**src/rtl/mailbox_bridge.sv**
```systemverilog
module mailbox_bridge #(
  parameter int          ROM_AW    = 17,
  parameter int          RAM_AW    = 14,
  parameter int          HOST_AW   = 24,
  parameter logic [31:0] RAM_BASE  = 32'hE000_0000,
  parameter logic [31:0] MBOX_BASE = 32'h4000_0020,
  parameter logic [15:0] HOST_BASE = 16'h3800
) (
  input  logic                   clk,
  input  logic                   rst,
  input  logic                   host_valid,
  input  logic                   host_write,
  input  logic [HOST_AW-1:0]     host_addr,
  input  logic [7:0]             host_wdata,
  output logic [7:0]             host_rdata,
  input  logic                   cp_valid,
  input  logic                   cp_write,
  input  logic [1:0]             cp_size,
  input  logic [31:0]            cp_addr,
  input  logic [31:0]            cp_wdata,
  output logic [31:0]            cp_rdata,
  output logic                   cp_done,
  output logic [3:0][ROM_AW-1:0] rom_addr,
  input  logic [3:0][7:0]        rom_rdata,
  output logic [3:0][RAM_AW-1:0] ram_addr,
  input  logic [3:0][7:0]        ram_rdata,
  output logic [3:0]             ram_we,
  output logic [3:0][RAM_AW-1:0] ram_waddr,
  output logic [3:0][7:0]        ram_wdata
);
  localparam int          LANES   = 4;
  localparam logic [31:0] RAM_TAG = RAM_BASE >> RAM_AW;
  localparam logic [27:0] MBX_TAG = MBOX_BASE[31:4];
  localparam logic [15:0] HOFF_P0 = HOST_BASE;
  localparam logic [15:0] HOFF_P1 = 16'(HOST_BASE + 16'd2);
  localparam logic [15:0] HOFF_P3 = 16'(HOST_BASE + 16'd4);
  localparam logic [1:0]  SZ_BYTE = 2'd0;
  localparam logic [1:0]  SZ_HALF = 2'd1;

  typedef enum logic [1:0] {RG_NONE, RG_ROM, RG_RAM, RG_MBX} region_t;

  logic [LANES-1:0][7:0] h2c, c2h;
  region_t [LANES-1:0]   rgn, s1_rgn;
  logic [LANES-1:0][1:0] idx, s1_idx;
  logic [LANES-1:0][7:0] s1_mbx, old_lane, merged;
  logic [LANES-1:0][RAM_AW-1:0] s1_ram;
  logic        s1_valid, s1_write;
  logic [1:0]  s1_size;
  logic [31:0] s1_wdata, old_word;
  logic [15:0] hoff;
  logic        unused_host_hi;

  assign hoff           = host_addr[15:0];
  assign unused_host_hi = ^host_addr[HOST_AW-1:16];

  for (genvar i = 0; i < LANES; i++) begin : g_lane
    logic [31:0] a;
    assign a           = cp_addr + 32'(i);
    assign rom_addr[i] = a[ROM_AW-1:0];
    assign ram_addr[i] = a[RAM_AW-1:0];
    assign idx[i]      = a[3:2];
    assign rgn[i] = ((a >> ROM_AW) == 32'd0)                   ? RG_ROM :
                    ((a >> RAM_AW) == RAM_TAG)                 ? RG_RAM :
                    (a[31:4] == MBX_TAG && a[1:0] == 2'b00)    ? RG_MBX : RG_NONE;

    always_comb begin
      case (s1_rgn[i])
        RG_ROM:  old_lane[i] = rom_rdata[i];
        RG_RAM:  old_lane[i] = ram_rdata[i];
        RG_MBX:  old_lane[i] = s1_mbx[i];
        default: old_lane[i] = 8'h00;
      endcase
    end

    assign ram_we[i]    = s1_valid && s1_write && (s1_rgn[i] == RG_RAM);
    assign ram_waddr[i] = s1_ram[i];
    assign ram_wdata[i] = merged[i];
  end

  always_ff @(posedge clk) begin
    if (rst) begin
      s1_valid <= 1'b0;
      s1_write <= 1'b0;
      s1_size  <= SZ_BYTE;
      s1_wdata <= '0;
      s1_rgn   <= {LANES{RG_NONE}};
      s1_idx   <= '0;
      s1_mbx   <= '0;
      s1_ram   <= '0;
    end else begin
      s1_valid <= cp_valid;
      if (cp_valid) begin
        s1_write <= cp_write;
        s1_size  <= cp_size;
        s1_wdata <= cp_wdata;
        s1_rgn   <= rgn;
        s1_idx   <= idx;
        s1_ram   <= ram_addr;
        for (int i = 0; i < LANES; i++) s1_mbx[i] <= h2c[idx[i]];
      end
    end
  end

  assign old_word = old_lane;

  always_comb begin
    case (s1_size)
      SZ_BYTE: merged = {old_word[31:8],  s1_wdata[7:0]};
      SZ_HALF: merged = {old_word[31:16], s1_wdata[15:0]};
      default: merged = s1_wdata;
    endcase
  end

  always_comb begin
    cp_rdata = 32'h0;
    if (s1_valid && !s1_write) begin
      case (s1_size)
        SZ_BYTE: cp_rdata = {24'h0, old_word[7:0]};
        SZ_HALF: cp_rdata = {16'h0, old_word[15:0]};
        default: cp_rdata = old_word;
      endcase
    end
  end

  assign cp_done = s1_valid;

  always_ff @(posedge clk) begin
    if (rst) begin
      h2c        <= '0;
      c2h        <= '0;
      host_rdata <= 8'h00;
    end else begin
      if (host_valid && host_write) begin
        if (hoff == HOFF_P1) h2c[1] <= host_wdata;
        if (hoff == HOFF_P3) h2c[0] <= host_wdata;
      end
      if (host_valid && !host_write) begin
        case (hoff)
          HOFF_P0: host_rdata <= c2h[0];
          HOFF_P1: host_rdata <= c2h[1];
          HOFF_P3: host_rdata <= c2h[3];
          default: host_rdata <= 8'h00;
        endcase
      end
      for (int i = 0; i < LANES; i++)
        if (s1_valid && s1_write && s1_rgn[i] == RG_MBX) c2h[s1_idx[i]] <= merged[i];
    end
  end

  assert_mbox_clear_R1: assert property (@(posedge clk) disable iff (rst)
    $fell(rst) |-> (h2c == '0 && c2h == '0));

  assert_done_next_R7: assert property (@(posedge clk) disable iff (rst)
    cp_valid |=> cp_done);

  assert_host_unmapped_zero_R3: assert property (@(posedge clk) disable iff (rst)
    host_valid && !host_write && hoff != HOFF_P0 && hoff != HOFF_P1 && hoff != HOFF_P3
    |=> host_rdata == 8'h00);

  assert_host_port0_write_R4: assert property (@(posedge clk) disable iff (rst)
    host_valid && host_write && hoff == HOFF_P3 |=> h2c[0] == $past(host_wdata));

  assert_byte_read_masked_R9: assert property (@(posedge clk) disable iff (rst)
    cp_valid && !cp_write && cp_size == SZ_BYTE |=> cp_rdata[31:8] == 24'h0);

  assert_read_no_ram_write_R11: assert property (@(posedge clk) disable iff (rst)
    cp_valid && !cp_write |=> ram_we == 4'b0000);

endmodule

```
**config.mk**
```make
export PLATFORM = sky130hd
export DESIGN_NAME = mailbox_bridge
export DESIGN_NICKNAME = d
export VERILOG_FILES = /design/src/rtl/mailbox_bridge.sv
export SDC_FILE = /design/constraint.sdc
export NUM_CORES = 1
export LEC_CHECK = 0
export BUFFER_PORTS_ARGS = -buffer_cell sky130_fd_sc_hd__buf_2
export CAP_MARGIN = 5
export CORE_AREA = 4 4 161 163
export DETAILED_ROUTE_END_ITERATION = 7
export DIE_AREA = 0 0 165 167
export PLACE_DENSITY = 0.79
export SLEW_MARGIN = 20
export SYNTH_ARGS = -nofsm -noshare
export SYNTH_HDL_FRONTEND = slang
export SYNTH_SLANG_ARGS = --single-unit
```
**constraint.sdc**
```tcl
create_clock -name clk -period 3.5 [get_ports clk]
set_input_delay 0.7 -clock clk [delete_from_list [all_inputs] [get_ports clk]]
set_output_delay 0.7 -clock clk [all_outputs]
set_load 0.03 [all_outputs]
```
## After elaboration in Yosys (flattened, before gate mapping)

Cells that the tools add are included.

| cells by class | value |
|---|---|
| add/subtract/negate cells | 3 |
| magnitude comparators | 12 |
| eq/ne operators | 24 |
| multiplexer cells | 47 |
| reductions and logical operators | 33 |

Operator list:

| kind | count |
|---|---|
| 32-bit two-way mux | 8 |
| 32-bit bitwise mux | 4 |
| 32-bit logical NOT | 4 |
| 32-bit one-hot mux with 2 select lines | 2 |
| 8-bit one-hot mux with 3 select lines | 5 |
| 28-bit by 27-bit equality test with 1-bit output, second input constant | 4 |
| 18-bit equality test, second input constant | 4 |
| 32-bit by 2-bit adder with 32-bit output, second input constant | 2 |
| 8-bit binary-select mux with 2-bit select | 4 |
| 8-bit demux with 2-bit select | 4 |
| 8-bit two-way mux | 8 |
| 16-bit by 14-bit equality test with 1-bit output, second input constant | 3 |
| 32-bit by 1-bit adder with 32-bit output, second input constant | 1 |
| 2-bit by 3-bit < comparator with 1-bit output, second input constant | 8 |
| 2-bit two-way mux | 12 |
| 1-bit logical AND | 20 |
| 2-bit equality test, second input constant | 8 |
| 2-bit by 1-bit equality test with 1-bit output, second input constant | 5 |
| 2-bit logical NOT | 5 |
| 2-bit by 1-bit greater-or-equal comparator with 1-bit output, second input constant | 4 |
| 2-bit AND reduction | 2 |
| 1-bit logical NOT | 2 |

| storage, ports and cells | value |
|---|---|
| register bits after elaboration | 196 |
| input port bits | 168 |
| output and inout port bits | 257 |
| logic and storage cells | 146 |

## Longest topological paths before layout

| depth | value |
|---|---|
| depth in word-level cells | 15 |
| gate-level depth with buffers | 10 |
| gate-level depth less buffers | 9 |

## Least setup slack after synthesis

OpenSTA, ideal clock, no wires.

| timing path | value |
|---|---|
| path kind | input port to output port |
| from | input port cp_addr[0] |
| to | output port rom_addr[63] in the netlist's numbering |
| data arrival time | 2.985 ns |
| data required time | 2.800 ns |
| path slack | -0.185 ns |
| stages | 7 |
| buffers on the path | 2 |
| cells stage by stage | buf_2 -> inv_1 -> ha_1 -> nand3b_1 -> nor3_2 -> xor2_1 -> buf_4 |

RTL lines:

| what | RTL line | text |
|---|---|---|
| start, declared | 19 | `input logic [31:0] cp_addr,` |
| end, declared | 23 | `output logic [3:0][ROM_AW-1:0] rom_addr,` |

==> results.md <==
* # rows at 57
* Mux cell area share after synthesis at 0.155
* Largest net degree at the start of global routing at 65
* Hold wc startpoint: s1_mbx[23]
* Via count of the first global-routing pass at ~12,000
* Root Buffer: clkbuf_16
* Synth Area in Simple Gates at 0.239
* Die Y at around 170 um
* Maximum vdd drop at around 0.25 mV
* Fin crit share at 0.969
* IO Count at approximately 430
* Share of layout cells above drive strength 1 at 0.337
* Seq cells post-synth at roughly 180
* Crit path max fanout at 6
* CP Data Arrival Time at 2.69 ns
* Compound-Gate Fraction of Synth Area at 0.129
* Worst-path clk slew at approximately 0.080 ns
* Fmax at 295 MHz
* Final setup TNS at 0 ns
* TritonCTS Buffers at 17
* Die area at around 0.028 sq mm
* Initial Util at 0.478
* GRT Total Usage at 0.316
* GPL Wtd Cong at 0.986
* Slew margin rel. at 0.297
* I/O Buffers at 416
* CTS HTree Levels at 4
* RSZ-0062 raised after global routing: no
* Drt wl/cell at about 22 um
* Final Slew Violations at 0
* Register Area at about 0.0036 sq mm
* Critical Path Start: cp_addr[1]
* CTS max path bufs at 2
* DR iter-0 viols at 1,284
* CTS tree: done
* Layout Area Growth over Synthesis at 21.6%
* EDFF count, synth at 0
* Worst path required time at 2.80 ns
* Clock latency on the worst-skew pair at approximately 0.44 ns
* Vias per std cell at between 5 and 6
* Min-Delay Path Depth at 2
* Die X at 165 um
* Clock tree sinks at 178
* Post-Synth XOR/XNOR Area at 0.0551
* Post-Syn Area at 0.0116 sq mm
* Fin crit period at roughly 3.4 ns
* Area of the multi-input gates at 0.00682 sq mm
* Total gr overflow at 0
* Total Power at between 5 and 6 mW
* Core Util, Final at 0.581
* Outcome: finished, final reports clean
* First-pass DRT Iterations at 6
* First-pass GRT wire length at 68,000 um
* Power per Cell Area at about 370 mW/mm^2
* Vias at 12,100
* Critical path launch point type: input port
* Synth Area in Adders at 0.00754
* Post-synth top flop: dfxtp_1
* Largest family of logic cells by synthesized area: simple AND/OR/NAND/NOR gates
* Initial antenna violation count at 1
* Post-Syn Nets at about 1,600
* DR DRC count at 0
* Distinct cells, synth at slightly below 60
* Maxcap violations at 0
* Crit Reg-Reg Startpoint: s1_rgn[2]
* Clock Skew at 0.0224 ns
* Worst Tran Pin Value at around 1.1 ns
* Hold-fix buffers at CTS at 0
* Syn avg cell area at 7.98 sq um
* Yosys warnings at 0
* Final layout net count at 1,937
* Hpwl dp at 35,300 um
* Gate Count Post-Synth at 1,455
* CP Class: input port to output pin
* FF-to-FF path depth at 7
* Total Wirelength at ~46,000 um
* Post-DRT Antenna Nets at 0
* Hold Crit Class: flop to flop
* Post-synthesis sequential area ratio at 0.307
* Final Hold Fails at 0
* Final setup violating endpoints at 0
* Post-synth ARST share at 0
* Leakage at roughly 6.3 nW
* Core ar. at roughly 0.024 sq mm
* Fill cells at approximately 2,300
* Worst setup EP type: output pin
## final cells by class
class / count / share of cell area
antenna: 2 / 0.000354
clock buffer: 18 / 0.0304
clock inverter: 14 / 0.0118
inverter: 39 / 0.0104
multi-input combinational: 1045 / 0.483
sequential: 178 / 0.252
tap: 324 / 0.0287
timing repair buffer: 481 / 0.183
## worst paths after layout
| check | slack (ns) | endpoint |
|---|---|---|
| hold reg to reg | 0.47 | s1_mbx[23] |
| setup reg to reg | 1.04 | c2h[9] |
| setup / recovery | 0.11 | rom_addr[32] |
| hold / removal | 0.47 | s1_mbx[23] |
## state kept, by name, summed over array words and instances (netlist names)
name and flops:
ram_waddr 50, s1_mbx 32, s1_wdata 32, c2h 24, h2c 16, host_rdata 8
s1_rgn 8, s1_idx 4, s1_size 2, cp_done 1, s1_write 1
## layer usage
layer / wire length, um / GRT usage / vias to the layer above
met1: 17900 / 0.395 / 5659
li1: - / - / 5623
met3: 3900 / 0.0477 / 126
met5: 0 / 0 / -
met2: 21800 / 0.537 / 727
met4: 2090 / 0.139 / 0
## synth_stat cells (7+ instances only)
master,instances,area share
o21ai_0,34,0.015
dfxtp_1,178,0.31
clkbuf_1,65,0.021
nor2_1,263,0.085
ha_1,7,0.0075
nand4_1,34,0.018
a22o_1,19,0.014
a21oi_1,64,0.028
and4_1,7,0.0053
xor2_1,29,0.022
a31oi_1,7,0.0038
or3_1,8,0.0043
a211oi_1,48,0.031
o22ai_1,10,0.0054
nor4_1,14,0.0075
mux2i_1,116,0.10
nor2b_1,31,0.017
inv_1,38,0.012
buf_2,17,0.0073
xnor2_1,44,0.033
nor4_2,10,0.011
buf_1,15,0.0048
a22oi_1,33,0.021
nand2_1,83,0.027
mux2_2,56,0.054
nor3_1,44,0.019
buf_4,94,0.061
nand3_1,29,0.012
## cell usage in the layout (no fill, tap or decap), drive strengths merged, types with 2 or more instances in the layout
| master | instances |
|---|---|
| and3 | 5 |
| nand2 | 83 |
| nand3 | 30 |
| clkbuf | 18 |
| dfxtp | 178 |
| xnor2 | 44 |
| o21ai | 38 |
| a21oi | 65 |
| buf | 481 |
| nand3b | 2 |
| and4 | 7 |
| nor3b | 2 |
| and2 | 4 |
| nand4 | 41 |
| or3 | 8 |
| a21boi | 2 |
| a41o | 2 |
| xor2 | 29 |
| o31ai | 2 |
| nor3 | 50 |
| nor4 | 25 |
| nor4b | 3 |
| mux2 | 57 |
| inv | 45 |
| nor2 | 263 |
| a211oi | 48 |
| a22oi | 33 |
| nor2b | 31 |
| a22o | 19 |
| a31oi | 7 |
| nand2b | 3 |
| clkinv | 7 |
| mux2i | 116 |
| diode | 2 |
| o22ai | 10 |
| ha | 7 |
## metrics by stage
stage	worst slack (ns)	cell area (sq um)	hold WS, ns	cells
floorplan	-0.00902	11600	0.438	1455
global placement	0.0996	13500	0.447	2067
detailed placement	0.127	13500	0.453	2067
CTS	0.103	14100	0.466	2099
global route	0.0169	14100	0.486	2099
finish	0.110	14100	0.466	2101
## cell families (layout without fill, tap and decap cells)
logic type / Yosys count / count (layout)
AOI/OAI and AO/OA: 232 / 232
xor gates and xnor gates: 73 / 73
adders and majority gates: 7 / 7
buffers and inverters: 232 / 552
DFF: 178 / 178
muxes: 173 / 173
other: 0 / 2
and+or+nand+nor: 560 / 560
## report_power, final
part | leakage, nW | switching, mW | internal, mW
Clock | 0.286 | 0.943 | 0.965
Combinational | 4.60 | 0.832 | 0.356
Sequential | 1.45 | 0.0505 | 2.09
Total | 6.33 | 1.83 | 3.41
## worst max-delay path, stage by stage
cell,delay [ns]
buf_2,0.15
ha_1,0.36
nand4_2,0.27
nor4_2,0.58
buf_4,0.21
xor2_1,0.18
buf_2,0.23
## what timing repair did
item,CTS,global route
setup buffers,0,0
resized for setup,0,1
setup endpoints to repair,0,1
Note: power is estimated with default switching activity, not from simulation.
